File: src/rtl/dt_pkg.sv
package dt_pkg;
  typedef enum logic [1:0] {
    CMD_NONE   = 2'b00,
    CMD_STOP   = 2'b01,
    CMD_RESUME = 2'b10,
    CMD_RELOAD = 2'b11
  } tmr_cmd_e;

  typedef enum logic [1:0] {
    SRC_INT  = 2'b00,
    SRC_EXT  = 2'b01,
    SRC_CASC = 2'b10,
    SRC_RSVD = 2'b11
  } tmr_src_e;

  localparam logic [2:0] A_PRE0  = 3'd0;
  localparam logic [2:0] A_INIT0 = 3'd1;
  localparam logic [2:0] A_PRE1  = 3'd2;
  localparam logic [2:0] A_INIT1 = 3'd3;
  localparam logic [2:0] A_CTRL  = 3'd4;
endpackage

File: src/rtl/dt_tick_gen.sv
module dt_tick_gen #(
  parameter int DIV = 4
) (
  input  logic clk,
  input  logic rst_n,
  output logic tick
);
  localparam int CW = (DIV > 2) ? $clog2(DIV) : 1;
  localparam logic [CW-1:0] LAST = CW'(DIV - 1);

  logic [CW-1:0] cnt_q, cnt_d;

  always_comb begin
    tick  = (cnt_q == LAST);
    cnt_d = tick ? '0 : cnt_q + CW'(1);
  end

  always_ff @(posedge clk or negedge rst_n) begin
    if (!rst_n) cnt_q <= '0;
    else        cnt_q <= cnt_d;
  end

  // internal pulses are never back to back
  p_tick_spacing_r10: assert property (@(posedge clk) disable iff (!rst_n)
    tick |=> !tick);
endmodule

File: src/rtl/dt_channel.sv
module dt_channel
  import dt_pkg::*;
#(
  parameter int PRE_W = 6,
  parameter int CNT_W = 8
) (
  input  logic             clk,
  input  logic             rst_n,
  input  logic             src_pulse,
  input  logic [PRE_W-1:0] pre_val,
  input  logic [CNT_W-1:0] init_val,
  input  tmr_cmd_e         cmd,
  input  logic             cont_mode,
  output logic             eoc,
  output logic [CNT_W-1:0] count,
  output logic             running
);
  logic             run_q, run_d;
  logic [PRE_W-1:0] pcnt_q, pcnt_d;
  logic [CNT_W-1:0] cnt_q, cnt_d;
  logic             step, tick, upd_en;

  always_comb begin
    step   = run_q && src_pulse && (cmd == CMD_NONE);
    tick   = step && (pcnt_q == PRE_W'(1));
    eoc    = tick && (cnt_q == CNT_W'(1));
    upd_en = step || (cmd != CMD_NONE);
    run_d  = run_q;
    pcnt_d = pcnt_q;
    cnt_d  = cnt_q;
    case (cmd)
      CMD_STOP:   run_d = 1'b0;
      CMD_RESUME: run_d = 1'b1;
      CMD_RELOAD: begin
        run_d  = 1'b1;
        pcnt_d = pre_val;
        cnt_d  = init_val;
      end
      default: begin
        if (step) begin
          pcnt_d = tick ? pre_val : pcnt_q - PRE_W'(1);
          if (eoc) begin
            cnt_d = cont_mode ? init_val : '0;
            run_d = cont_mode;
          end else if (tick) begin
            cnt_d = cnt_q - CNT_W'(1);
          end
        end
      end
    endcase
  end

  always_ff @(posedge clk or negedge rst_n) begin
    if (!rst_n) begin
      run_q  <= 1'b0;
      pcnt_q <= '0;
      cnt_q  <= '0;
    end else if (upd_en) begin
      run_q  <= run_d;
      pcnt_q <= pcnt_d;
      cnt_q  <= cnt_d;
    end
  end

  assign count   = cnt_q;
  assign running = run_q;

  // a stopped timer holds its count
  p_hold_stopped_r7: assert property (@(posedge clk) disable iff (!rst_n)
    (!run_q && cmd == CMD_NONE) |=> $stable(cnt_q));
  // single-pass ends stopped at zero
  p_single_stop_r5: assert property (@(posedge clk) disable iff (!rst_n)
    (eoc && !cont_mode) |=> (!run_q && cnt_q == '0));
  // auto-reload restores the initial value and keeps running
  p_cont_reload_r6: assert property (@(posedge clk) disable iff (!rst_n)
    (eoc && cont_mode) |=> (run_q && cnt_q == $past(init_val)));
  // reload command loads the initial value and runs
  p_reload_r8: assert property (@(posedge clk) disable iff (!rst_n)
    (cmd == CMD_RELOAD) |=> (run_q && cnt_q == $past(init_val)));
endmodule

File: src/rtl/dual_timer.sv
module dual_timer
  import dt_pkg::*;
#(
  parameter int INT_DIV = 4,
  parameter int PRE_W   = 6,
  parameter int CNT_W   = 8
) (
  input  logic       clk,
  input  logic       rst_n,
  input  logic       bus_we,
  input  logic [2:0] bus_addr,
  input  logic [7:0] bus_wdata,
  output logic [7:0] bus_rdata,
  input  logic       ext_tick,
  output logic       irq_t0,
  output logic       irq_t1,
  output logic       tmr_out
);
  localparam int NT = 2;

  logic [1:0] rsync_q;
  logic       rst_s_n;

  always_ff @(posedge clk or negedge rst_n) begin
    if (!rst_n) rsync_q <= 2'b00;
    else        rsync_q <= {rsync_q[0], 1'b1};
  end
  assign rst_s_n = rsync_q[1];

  logic [NT-1:0][PRE_W-1:0] pre_q, pre_d;
  logic [NT-1:0][CNT_W-1:0] init_q, init_d, cnt;
  logic [NT-1:0]            cont_q, cont_d, eoc, run, src_p;
  tmr_src_e                 src_q, src_d;
  tmr_cmd_e                 cmd [NT];
  logic                     ctrl_wr, int_tick;
  logic [NT-1:0]            irq_q;
  logic                     tout_q;

  dt_tick_gen #(.DIV(INT_DIV)) u_tick (
    .clk(clk), .rst_n(rst_s_n), .tick(int_tick)
  );

  always_comb begin
    ctrl_wr = bus_we && (bus_addr == A_CTRL);
    pre_d   = pre_q;
    init_d  = init_q;
    cont_d  = cont_q;
    src_d   = src_q;
    if (bus_we) begin
      case (bus_addr)
        A_PRE0:  pre_d[0]  = bus_wdata[PRE_W-1:0];
        A_INIT0: init_d[0] = bus_wdata[CNT_W-1:0];
        A_PRE1:  pre_d[1]  = bus_wdata[PRE_W-1:0];
        A_INIT1: init_d[1] = bus_wdata[CNT_W-1:0];
        A_CTRL: begin
          cont_d = bus_wdata[5:4];
          src_d  = tmr_src_e'(bus_wdata[7:6]);
        end
        default: ;
      endcase
    end
    cmd[0] = ctrl_wr ? tmr_cmd_e'(bus_wdata[1:0]) : CMD_NONE;
    cmd[1] = ctrl_wr ? tmr_cmd_e'(bus_wdata[3:2]) : CMD_NONE;
    src_p[0] = int_tick;
    case (src_q)
      SRC_EXT:  src_p[1] = ext_tick;
      SRC_CASC: src_p[1] = eoc[0];
      default:  src_p[1] = int_tick;
    endcase
  end

  always_ff @(posedge clk or negedge rst_s_n) begin
    if (!rst_s_n) begin
      pre_q  <= '0;
      init_q <= '0;
      cont_q <= '0;
      src_q  <= SRC_INT;
    end else if (bus_we) begin
      pre_q  <= pre_d;
      init_q <= init_d;
      cont_q <= cont_d;
      src_q  <= src_d;
    end
  end

  for (genvar i = 0; i < NT; i++) begin : g_ch
    dt_channel #(.PRE_W(PRE_W), .CNT_W(CNT_W)) u_ch (
      .clk(clk), .rst_n(rst_s_n), .src_pulse(src_p[i]),
      .pre_val(pre_q[i]), .init_val(init_q[i]), .cmd(cmd[i]),
      .cont_mode(cont_q[i]), .eoc(eoc[i]), .count(cnt[i]), .running(run[i])
    );
  end

  always_ff @(posedge clk or negedge rst_s_n) begin
    if (!rst_s_n) begin
      irq_q  <= '0;
      tout_q <= 1'b0;
    end else begin
      irq_q  <= eoc;
      tout_q <= tout_q ^ eoc[1];
    end
  end

  always_comb begin
    case (bus_addr)
      A_INIT0: bus_rdata = 8'(cnt[0]);
      A_INIT1: bus_rdata = 8'(cnt[1]);
      A_CTRL:  bus_rdata = {src_q, cont_q[1], cont_q[0], 2'b00, run[1], run[0]};
      default: bus_rdata = 8'h00;
    endcase
  end

  assign irq_t0  = irq_q[0];
  assign irq_t1  = irq_q[1];
  assign tmr_out = tout_q;

  // the square wave flips exactly when timer 1 signals end of count
  p_tout_toggle_r12: assert property (@(posedge clk) disable iff (!rst_s_n)
    irq_t1 |-> (tmr_out != $past(tmr_out)));
  p_tout_hold_r12: assert property (@(posedge clk) disable iff (!rst_s_n)
    !irq_t1 |-> (tmr_out == $past(tmr_out)));
  // interrupt follows an end of count by one cycle
  p_irq0_follow_r4: assert property (@(posedge clk) disable iff (!rst_s_n)
    eoc[0] |=> irq_t0);
endmodule

File: config.mk
export PLATFORM = sky130hd
export DESIGN_NAME = dual_timer
export DESIGN_NICKNAME = d
export VERILOG_FILES = /design/src/rtl/dt_pkg.sv /design/src/rtl/dt_tick_gen.sv /design/src/rtl/dt_channel.sv /design/src/rtl/dual_timer.sv
export SDC_FILE = /design/constraint.sdc
export NUM_CORES = 1
export LEC_CHECK = 0
export ABC_AREA = 1
export CAP_MARGIN = 20
export CORE_UTILIZATION = 57
export CTS_CLUSTER_SIZE = 8
export DETAILED_ROUTE_END_ITERATION = 8
export DONT_BUFFER_PORTS = 1
export PLACE_DENSITY_LB_ADDON = 0.12
export SLEW_MARGIN = 30
export SYNTH_ARGS = -nofsm -noshare
export SYNTH_HDL_FRONTEND = slang
export SYNTH_SLANG_ARGS = --single-unit
File: constraint.sdc
create_clock -name clk -period 2.1 [get_ports clk]
set_input_delay 0.42 -clock clk [delete_from_list [all_inputs] [get_ports clk]]
set_output_delay 0.42 -clock clk [all_outputs]
set_load 0.005 [all_outputs]
==> results_tabular.tex, run 1 <==
\begin{tabular}{lr}
\hline
Metric & Value \\
\hline
\multicolumn{2}{l}{\textbf{Synthesis}} \\
\quad Share of synthesized registers carrying an async set or reset & 100\% \\
\quad Post-synth top cells & sky130\_fd\_sc\_hd\_\_nand2\_1 (108), sky130\_fd\_sc\_hd\_\_dfrtp\_1 (69), sky130\_fd\_sc\_hd\_\_inv\_1 (67) \\
\quad Number of warnings printed during yosys synthesis & 0 \\
\quad Part of the Yosys area used for sequential elements & 44.0\% \\
\quad Synth Net Count & 528 \\
\quad Mean Syn Cell Area & 7.92 µm² \\
\quad Most common cell in the netlist & sky130\_fd\_sc\_hd\_\_nand2\_1 \\
\quad Largest cells by area after synthesis & sky130\_fd\_sc\_hd\_\_dfrtp\_1 (44\%), sky130\_fd\_sc\_hd\_\_nand2\_1 (10\%), sky130\_fd\_sc\_hd\_\_o21ai\_0 (7.0\%) \\
\quad Fraction of post-synthesis cell area in the top cell type by area & 44.0\% \\
\quad Commonest register cell after synthesis & sky130\_fd\_sc\_hd\_\_dfrtp\_1 \\
\quad Post-synth design cell area & 3930 µm² \\
\quad EDFF count, synth & 0 \\
\quad Area leader, netlist & sky130\_fd\_sc\_hd\_\_dfrtp\_1 \\
\quad Library cells used by synthesis & 38 \\
\quad Gate count of the mapped netlist & 496 \\
\quad Register bit total from synthesis & 69 \\
\multicolumn{2}{l}{\textbf{Global routing}} \\
\quad Leftover overflow at the end of global routing & 0 \\
\quad Vias in the first global route & 3294 \\
\quad Largest net degree at the start of global routing & 28 \\
\quad First-pass GRT wire length & 16000 µm \\
\quad Antenna violations before repair & 0 \\
\quad Total track usage & 29.2\% \\
\multicolumn{2}{l}{\textbf{CTS}} \\
\quad Clock latency on the worst-skew pair & 0.36 ns \\
\quad H-tree levels & 3 \\
\quad Post-CTS clock slew at the launch and capture registers of the worst setup and hold paths & 0.08 ns \\
\quad Root buf cell & sky130\_fd\_sc\_hd\_\_clkbuf\_8 \\
\quad Clock tree buffer depth & 2 \\
\quad Number of CTS-inserted buffers & 9 \\
\quad \# clock sinks & 69 \\
\quad Clock tree from TritonCTS & built \\
\multicolumn{2}{l}{\textbf{Routing}} \\
\quad Post-DR vias/cell & 5.53 \\
\quad Final routed DRC violation total & 0 \\
\quad First-pass DRT Iterations & 5 \\
\quad Post-route ant nets & 0 \\
\quad DR WL met2 & 4310 µm \\
\quad Wire length on met1 & 4410 µm \\
\quad Routed met3 length & 609 µm \\
\quad Routed len/inst & 15.6 µm \\
\quad Top routing layer in use & met4 \\
\quad Violation count after the first detailed-route iteration & 227 \\
\quad Detailed-route wire length & 9500 µm \\
\quad Vias after detailed routing & 3363 \\
\multicolumn{2}{l}{\textbf{Placement}} \\
\quad Number of buffers added on ports & 0 \\
\quad Placement Cell Area & 4280 µm² \\
\quad Final weighted congestion in routability-driven placement & 0.916 \\
\quad DPL Wire Length & 7230 µm \\
\multicolumn{2}{l}{\textbf{Critical path}} \\
\quad Maximum single-stage delay on the critical path & 0.15 ns \\
\quad Family of cells with the greatest summed delay on the critical path & simple AND/OR/NAND/NOR gates \\
\quad Worst Path Arrival & 2.15 ns \\
\quad Top cell by count, worst path & sky130\_fd\_sc\_hd\_\_nor2\_4 \\
\quad Highest-delay cell along the critical path & sky130\_fd\_sc\_hd\_\_ha\_4 \\
\quad Required @ worst endpoint & 2.32 ns \\
\quad Critical path cell sequence & nor2\_4 -> nand2\_4 -> nor2\_4 -> inv\_4 -> nor2\_4 -> inv\_2 -> ha\_4 -> inv\_2 -> nor2\_1 -> nand2\_1 -> nor2\_4 -> nand3\_2 -> nand2\_2 -> nand2\_2 -> nand2\_4 -> nand2\_4 -> clkinv\_4 -> o21ai\_0 -> o22ai\_1 \\
\quad Crit path buf inv count & 4 \\
\quad Type of origin of the critical path & primary input \\
\quad Worst setup path category & in -> reg \\
\quad Critical path capture point type & flip-flop \\
\quad Largest fanout on the critical path & 11 \\
\multicolumn{2}{l}{\textbf{STA}} \\
\quad Ratio of final minimum period to clock period & 91.5\% \\
\quad Relative slew slack & 66.4\% \\
\quad Post-layout min period & 1.92 ns \\
\quad Final Max Tran Viols & 0 \\
\quad Slew at the pin with the worst max-slew slack & 0.500 ns \\
\quad Peak Freq & 520 MHz \\
\quad \# setup viols final & 0 \\
\quad Setup clock skew after layout & 0.0133 ns \\
\quad Endpoints failing hold & 0 \\
\multicolumn{2}{l}{\textbf{Flow run}} \\
\quad Number of maximum-capacitance constraint violations & 0 \\
\multicolumn{2}{l}{\textbf{Final layout}} \\
\quad Final std cell area, no fill & 4490 µm² \\
\quad Area grow syn2layout & 14.4\% \\
\quad Antenna Cells & 0 \\
\quad Fill cells & 545 \\
\quad Layout cells sized above 1 & 16.0\% \\
\quad Final nets & 558 \\
\multicolumn{2}{l}{\textbf{Floorplanning}} \\
\quad Die width & 85.0 µm \\
\quad Die area & 7220 µm² \\
\quad Number of rows in the core area & 29 \\
\quad Core area & 6490 µm² \\
\quad Die boundary height & 85.0 µm \\
\quad Initial Utilization & 60.5\% \\
\quad Boundary Pins & 26 \\
\multicolumn{2}{l}{\textbf{Status}} \\
\quad Outcome & completed \\
\multicolumn{2}{l}{\textbf{Power}} \\
\quad Total leakage power & 2.26 nW \\
\quad Worst ir drop on vdd & 0.000530 V \\
\quad Power per standard cell area & 963 nW/µm² \\
\quad Power consumption & 0.00433 W \\
\multicolumn{2}{l}{\textbf{Worst hold path}} \\
\quad Path category of the worst min-delay check & reg -> async \\
\hline
\end{tabular}
worst paths after layout:
check                                                      to  slack, ns                         startpoint  depth (start not counted)
setup / recovery           g_ch[1].u_ch.pcnt_q[4]$_DFFE_PN0P_       0.18                        bus_addr[0]                         19
hold / removal                          pre_q[11]$_DFFE_PN0P_       0.15               rsync_q[1]$_DFF_PN0_                          0
setup reg to reg            g_ch[1].u_ch.count[0]$_DFFE_PN0P_       0.18  g_ch[0].u_ch.count[1]$_DFFE_PN0P_                         12
hold reg to reg                         pre_q[11]$_DFFE_PN0P_       0.15               rsync_q[1]$_DFF_PN0_                          0
max in group asynchronous   g_ch[1].u_ch.count[2]$_DFFE_PN0P_       1.44               rsync_q[1]$_DFF_PN0_                          1
min in group clk                         src_q[1]$_DFFE_PN0N_       0.19                       bus_wdata[7]                          2
placed cells by master (no fill, tap or decap), types with 2 or more instances in the layout:
cell type,synthesis,layout
sky130_fd_sc_hd__ha_4,0,2
sky130_fd_sc_hd__nor3_4,2,2
sky130_fd_sc_hd__nand2_1,108,107
sky130_fd_sc_hd__xor2_1,13,13
sky130_fd_sc_hd__clkbuf_8,0,9
sky130_fd_sc_hd__ha_1,17,15
sky130_fd_sc_hd__o22ai_1,5,5
sky130_fd_sc_hd__clkinvlp_4,0,2
sky130_fd_sc_hd__o21ai_1,1,2
sky130_fd_sc_hd__xnor2_1,4,4
sky130_fd_sc_hd__nor2_1,50,44
sky130_fd_sc_hd__nand2_4,2,4
sky130_fd_sc_hd__inv_1,67,61
sky130_fd_sc_hd__inv_2,2,7
sky130_fd_sc_hd__inv_4,1,2
sky130_fd_sc_hd__nor2_4,1,8
sky130_fd_sc_hd__clkinv_4,0,3
sky130_fd_sc_hd__o21ai_0,55,54
sky130_fd_sc_hd__dfrtp_1,69,68
sky130_fd_sc_hd__clkinv_2,1,2
sky130_fd_sc_hd__nand3_2,3,2
sky130_fd_sc_hd__nor3_1,5,5
sky130_fd_sc_hd__a21oi_1,23,22
sky130_fd_sc_hd__a31oi_1,3,3
sky130_fd_sc_hd__buf_4,1,29
sky130_fd_sc_hd__nor2_2,4,3
sky130_fd_sc_hd__nand2_2,3,2
sky130_fd_sc_hd__o221ai_1,5,5
sky130_fd_sc_hd__nand4_1,9,9
sky130_fd_sc_hd__o211ai_1,7,7
sky130_fd_sc_hd__nand3_1,16,16
routing by layer:
metal | GRT usage [%] | vias to the layer above
met1 | 40.9 | 1571
met2 | 45.2 | 110
met3 | 5.93 | 17
met4 | 10.5 | 0
met5 | 0 | -
li1 | - | 1665
sequential cells by signal, indices dropped and copies added, names as in the netlist:
signal	cells
init_q	16
cont_q	2
src_q	2
u_tick.cnt_q	2
pre_q	12
g_ch.u_ch.count	16
g_ch.u_ch.pcnt_q	12
rsync_q	2
tmr_out	1
irq_q	2
g_ch.u_ch.running	2
stage by stage:
step,std cells,TNS [ns],setup WS [ns],hold slack (ns),utilization (%)
after floorplan,496,-0.579,-0.0926,0.124,-
after global placement,590,-1.18,-0.0908,0.124,65.9
after detailed placement,590,-2.51,-0.180,0.124,65.9
after CTS,607,0,0.115,0.146,68.7
after global routing,608,-0.00129,-0.00129,0.171,69.2
final,608,0,0.178,0.145,69.2
cell families after synthesis:
kind of cell / share of synthesized area, %
AOI/OAI and AO/OA: 14.8
xor gates and xnor gates: 3.79
adders and majority gates: 5.42
buffers and inverters: 8.41
DFF: 44.0
other: 0.0955
and+or+nand+nor: 23.5
where the power goes:
group	internal [W]	switching, W
clock network	0.000431	0.000548
registers	0.00161	0.000292
logic	0.000577	0.000861
timing repair:
item,in CTS,in global routing
endpoints found under the setup margin,0,10
hold buffers,1,0
endpoints found under the hold margin,2,0
resized for setup,0,5
setup buffers,0,1
cell type report:
| class | count | area, µm² | area share, % |
|---|---|---|---|
| multi-input cells | 344 | 1970 | 43.8 |
| flip-flops and latches | 69 | 1730 | 38.5 |
| inverters | 71 | 277 | 6.16 |
| clock buffers | 9 | 124 | 2.76 |
| well taps | 77 | 96.3 | 2.14 |
| repair buffers | 31 | 248 | 5.52 |
| clock inverters | 7 | 51.3 | 1.14 |
(Power assumes the default switching activity.)
==> run 2, diff against run 1 <==
--- a/config.mk
+++ b/config.mk
@@ -7,6 +7,7 @@
 export LEC_CHECK = 0
 export ABC_AREA = 1
 export CAP_MARGIN = 20
+export CORE_MARGIN = 8
 export CORE_UTILIZATION = 57
 export CTS_CLUSTER_SIZE = 8
 export DETAILED_ROUTE_END_ITERATION = 8
==> results_tabular.tex, run 2 (same netlist as run 1, synthesis figures left out) <==
\begin{tabular}{lr}
\hline
Metric & Value \\
\hline
\multicolumn{2}{l}{\textbf{Status}} \\
\quad Outcome & completed (unchanged) \\
\multicolumn{2}{l}{\textbf{CTS}} \\
\quad H-tree levels & 3 (unchanged) \\
\quad Clock tree buffer depth & 2 (unchanged) \\
\quad \# clock sinks & 69 (unchanged) \\
\quad Clock tree from TritonCTS & built (unchanged) \\
\quad Clock latency on the worst-skew pair & 0.34 ns (was 0.36 ns) \\
\quad Number of CTS-inserted buffers & 9 (unchanged) \\
\quad Root buf cell & sky130\_fd\_sc\_hd\_\_clkbuf\_8 (unchanged) \\
\quad Post-CTS clock slew at the launch and capture registers of the worst setup and hold paths & 0.07 ns (was 0.08 ns) \\
\multicolumn{2}{l}{\textbf{STA}} \\
\quad Post-layout min period & 1.98 ns (was 1.92 ns) \\
\quad Peak Freq & 506 MHz (was 520 MHz) \\
\quad Worst Hold Slack & 0.215 ns (was 0.145 ns) \\
\quad Final WS setup & 0.124 ns (was 0.178 ns) \\
\quad Setup clock skew after layout & 0.00937 ns (was 0.0133 ns) \\
\quad Ratio of final minimum period to clock period & 94.1\% (was 91.5\%) \\
\quad Final Max Tran Viols & 0 (unchanged) \\
\quad Endpoints failing hold & 0 (unchanged) \\
\quad \# setup viols final & 0 (unchanged) \\
\multicolumn{2}{l}{\textbf{Power}} \\
\quad Power per standard cell area & 975 nW/µm² (was 963 nW/µm²) \\
\quad Combinational power share & 32.4\% (was 33.3\%) \\
\quad Worst ir drop on vdd & 0.000523 V (was 0.000530 V) \\
\quad Part of the total power dissipated in sequential elements & 42.9\% (was 44.1\%) \\
\quad Switching power share of the total & 36.7\% (was 39.3\%) \\
\quad Net Sw Power & 0.00162 W (was 0.00170 W) \\
\quad Clk pwr share & 24.7\% (was 22.7\%) \\
\quad Total leakage power & 2.29 nW (was 2.26 nW) \\
\quad Cell Int Power & 0.00279 W (was 0.00262 W) \\
\multicolumn{2}{l}{\textbf{Routing}} \\
\quad Post-route ant nets & 0 (unchanged) \\
\quad Vias after detailed routing & 3338 (was 3363) \\
\quad Routed len/inst & 15.8 µm (was 15.6 µm) \\
\quad Detailed-route wire length & 9630 µm (was 9500 µm) \\
\quad Violation count after the first detailed-route iteration & 165 (was 227) \\
\quad Final routed DRC violation total & 0 (unchanged) \\
\quad Post-DR vias/cell & 5.47 (was 5.53) \\
\quad First-pass DRT Iterations & 5 (unchanged) \\
\multicolumn{2}{l}{\textbf{Global routing}} \\
\quad Global-route track usage on met2 & 31.2\% (was 45.2\%) \\
\quad Met3 Resource Use GR & 3.45\% (was 5.93\%) \\
\quad Leftover overflow at the end of global routing & 0 (unchanged) \\
\quad Most congested layer reported by global routing & met2 (unchanged) \\
\quad GR Layer Usage met1 & 29.0\% (was 40.9\%) \\
\quad First-pass GRT wire length & 15900 µm (was 16000 µm) \\
\quad Antenna violations before repair & 0 (unchanged) \\
\quad Vias in the first global route & 3214 (was 3294) \\
\quad Largest net degree at the start of global routing & 68 (was 28) \\
\quad Total track usage & 20.6\% (was 29.2\%) \\
\multicolumn{2}{l}{\textbf{Final layout}} \\
\quad Leading cell types in the layout, fill and taps excluded & sky130\_fd\_sc\_hd\_\_nand2\_1 (107), sky130\_fd\_sc\_hd\_\_dfrtp\_1 (68), sky130\_fd\_sc\_hd\_\_inv\_1 (62) (was sky130\_fd\_sc\_hd\_\_nand2\_1 (107), sky130\_fd\_sc\_hd\_\_dfrtp\_1 (68), sky130\_fd\_sc\_hd\_\_inv\_1 (61)) \\
\quad Final nets & 558 (unchanged) \\
\quad Total area of multi-input combinational cells & 1970 µm² (about the same) \\
\quad Antenna Cells & 0 (unchanged) \\
\quad Area grow syn2layout & 15.4\% (was 14.4\%) \\
\quad Layout cells sized above 1 & 15.8\% (was 16.0\%) \\
\quad Commonest non-fill, non-tap cell in the layout & sky130\_fd\_sc\_hd\_\_nand2\_1 (unchanged) \\
\quad Area of all sequential standard cells & 1730 µm² (unchanged) \\
\quad Fill cells & 578 (was 545) \\
\multicolumn{2}{l}{\textbf{Floorplanning}} \\
\quad Die boundary height & 99.0 µm (was 85.0 µm) \\
\quad Initial Utilization & 58.4\% (was 60.5\%) \\
\quad Core area & 6720 µm² (was 6490 µm²) \\
\quad Boundary Pins & 26 (unchanged) \\
\quad Number of rows in the core area & 30 (was 29) \\
\quad Die width & 99.0 µm (was 85.0 µm) \\
\quad Die area & 9800 µm² (was 7220 µm²) \\
\multicolumn{2}{l}{\textbf{Critical path}} \\
\quad Worst setup slack for register-to-register paths & 0.12 ns (was 0.18 ns) \\
\quad Type of origin of the critical path & flip-flop (was primary input) \\
\quad Length in cells of the worst reg-to-reg path & 13 (was 12) \\
\quad Required @ worst endpoint & 2.38 ns (was 2.32 ns) \\
\quad Largest fanout on the critical path & 11 (unchanged) \\
\quad Worst Path Arrival & 2.25 ns (was 2.15 ns) \\
\quad Critical path capture point type & flip-flop (unchanged) \\
\quad Worst setup path category & reg -> reg (was in -> reg) \\
\quad R2r endpoint & g\_ch[1].u\_ch.count[1]\$\_DFFE\_PN0P\_ (was g\_ch[1].u\_ch.count[0]\$\_DFFE\_PN0P\_) \\
\quad Worst R2R Start & g\_ch[0].u\_ch.pcnt\_q[1]\$\_DFFE\_PN0P\_ (was g\_ch[0].u\_ch.count[1]\$\_DFFE\_PN0P\_) \\
\multicolumn{2}{l}{\textbf{Placement}} \\
\quad Final weighted congestion in routability-driven placement & 0.924 (was 0.916) \\
\quad Post-Place Worst Slack & -0.194 ns (was -0.180 ns) \\
\quad Number of buffers added on ports & 0 (unchanged) \\
\quad DPL Wire Length & 7210 µm (was 7230 µm) \\
\multicolumn{2}{l}{\textbf{Worst hold path}} \\
\quad Source of the worst hold timing path & bus\_wdata[6] \\
\quad Cell count of the worst hold path & 2 \\
\quad Path category of the worst min-delay check & in -> reg (was reg -> async) \\
\quad WHS Endpoint & src\_q[0]\$\_DFFE\_PN0N\_ \\
\multicolumn{2}{l}{\textbf{Flow run}} \\
\quad Number of maximum-capacitance constraint violations & 0 (unchanged) \\
\hline
\end{tabular}
run 2: worst max-delay path: stages (launching register included):
cell	delay, ns
sky130_fd_sc_hd__dfrtp_1	0.36
sky130_fd_sc_hd__inv_1	0.11
sky130_fd_sc_hd__ha_1	0.16
sky130_fd_sc_hd__inv_1	0.04
sky130_fd_sc_hd__nor2_1	0.08
sky130_fd_sc_hd__nand2_1	0.09
sky130_fd_sc_hd__nor2_2	0.16
sky130_fd_sc_hd__nand3_2	0.11
sky130_fd_sc_hd__nand2_2	0.11
sky130_fd_sc_hd__nand4_2	0.13
sky130_fd_sc_hd__buf_12	0.18
sky130_fd_sc_hd__nand2_1	0.08
sky130_fd_sc_hd__nand3_1	0.13
sky130_fd_sc_hd__a21oi_2	0.16
run 2: final cells by class:
cell class / instances / share of cell area, %
Sequential cell: 69 / 38.1
Clock buffer: 11 / 3.34
Inverter: 71 / 6.10
Timing Repair Buffer: 31 / 5.74
Tap cell: 80 / 2.21
Multi-Input combinational cell: 344 / 43.4
Clock inverter: 4 / 1.05
run 2: how the worst max path moves through the flow:
stage	from	endpoint	slack [ns]	cells after the start
after floorplan	bus_addr[0]	g_ch[1].u_ch.pcnt_q[0]$_DFFE_PN0P_	-0.09	20
after global placement	bus_addr[0]	g_ch[1].u_ch.count[5]$_DFFE_PN0P_	-0.09	18
after detailed placement	bus_addr[0]	g_ch[1].u_ch.count[5]$_DFFE_PN0P_	-0.19	18
after CTS	src_q[0]$_DFFE_PN0N_	g_ch[1].u_ch.count[5]$_DFFE_PN0P_	0.10	8
after global routing	g_ch[0].u_ch.pcnt_q[1]$_DFFE_PN0P_	g_ch[1].u_ch.count[2]$_DFFE_PN0P_	-0.003	14
final	g_ch[0].u_ch.pcnt_q[1]$_DFFE_PN0P_	g_ch[1].u_ch.count[1]$_DFFE_PN0P_	0.12	13
run 2: metrics by stage:
step           cell area (µm²)  setup TNS, ns  cells  power, W  util [%]
4_1_cts                   4500              0    609   0.00441      67.0
6_report                  4530              0    610   0.00442      67.4
3_3_place_gp              4290          -1.19    593   0.00326      63.9
3_5_place_dp              4290          -2.96    593   0.00330      63.9
5_1_grt                   4530       -0.00285    610   0.00470      67.4
2_1_floorplan             4020         -0.579    496   0.00295         -
run 2: timing repair:
item | CTS | global route
resized for setup | 0 | 4
endpoints found under the hold margin | 2 | 0
setup buffers | 0 | 1
endpoints found under the setup margin | 0 | 8
hold buffers | 1 | 0
run 2: power groups by stage:
stage | Clock [W] | Combinational [W] | Sequential (W)
floorplan | 0 | 0.00111 | 0.00184
global placement | 0 | 0.00135 | 0.00191
detailed placement | 0 | 0.00139 | 0.00191
CTS | 0.00111 | 0.00141 | 0.00189
global route | 0.00115 | 0.00162 | 0.00193
finish | 0.00109 | 0.00143 | 0.00189
run 2: metal layers:
metal,vias to the layer above,share of wire [%]
met5,-,0
met4,0,1.7
met3,13,6.1
met2,84,45
met1,1571,47
li1,1670,-
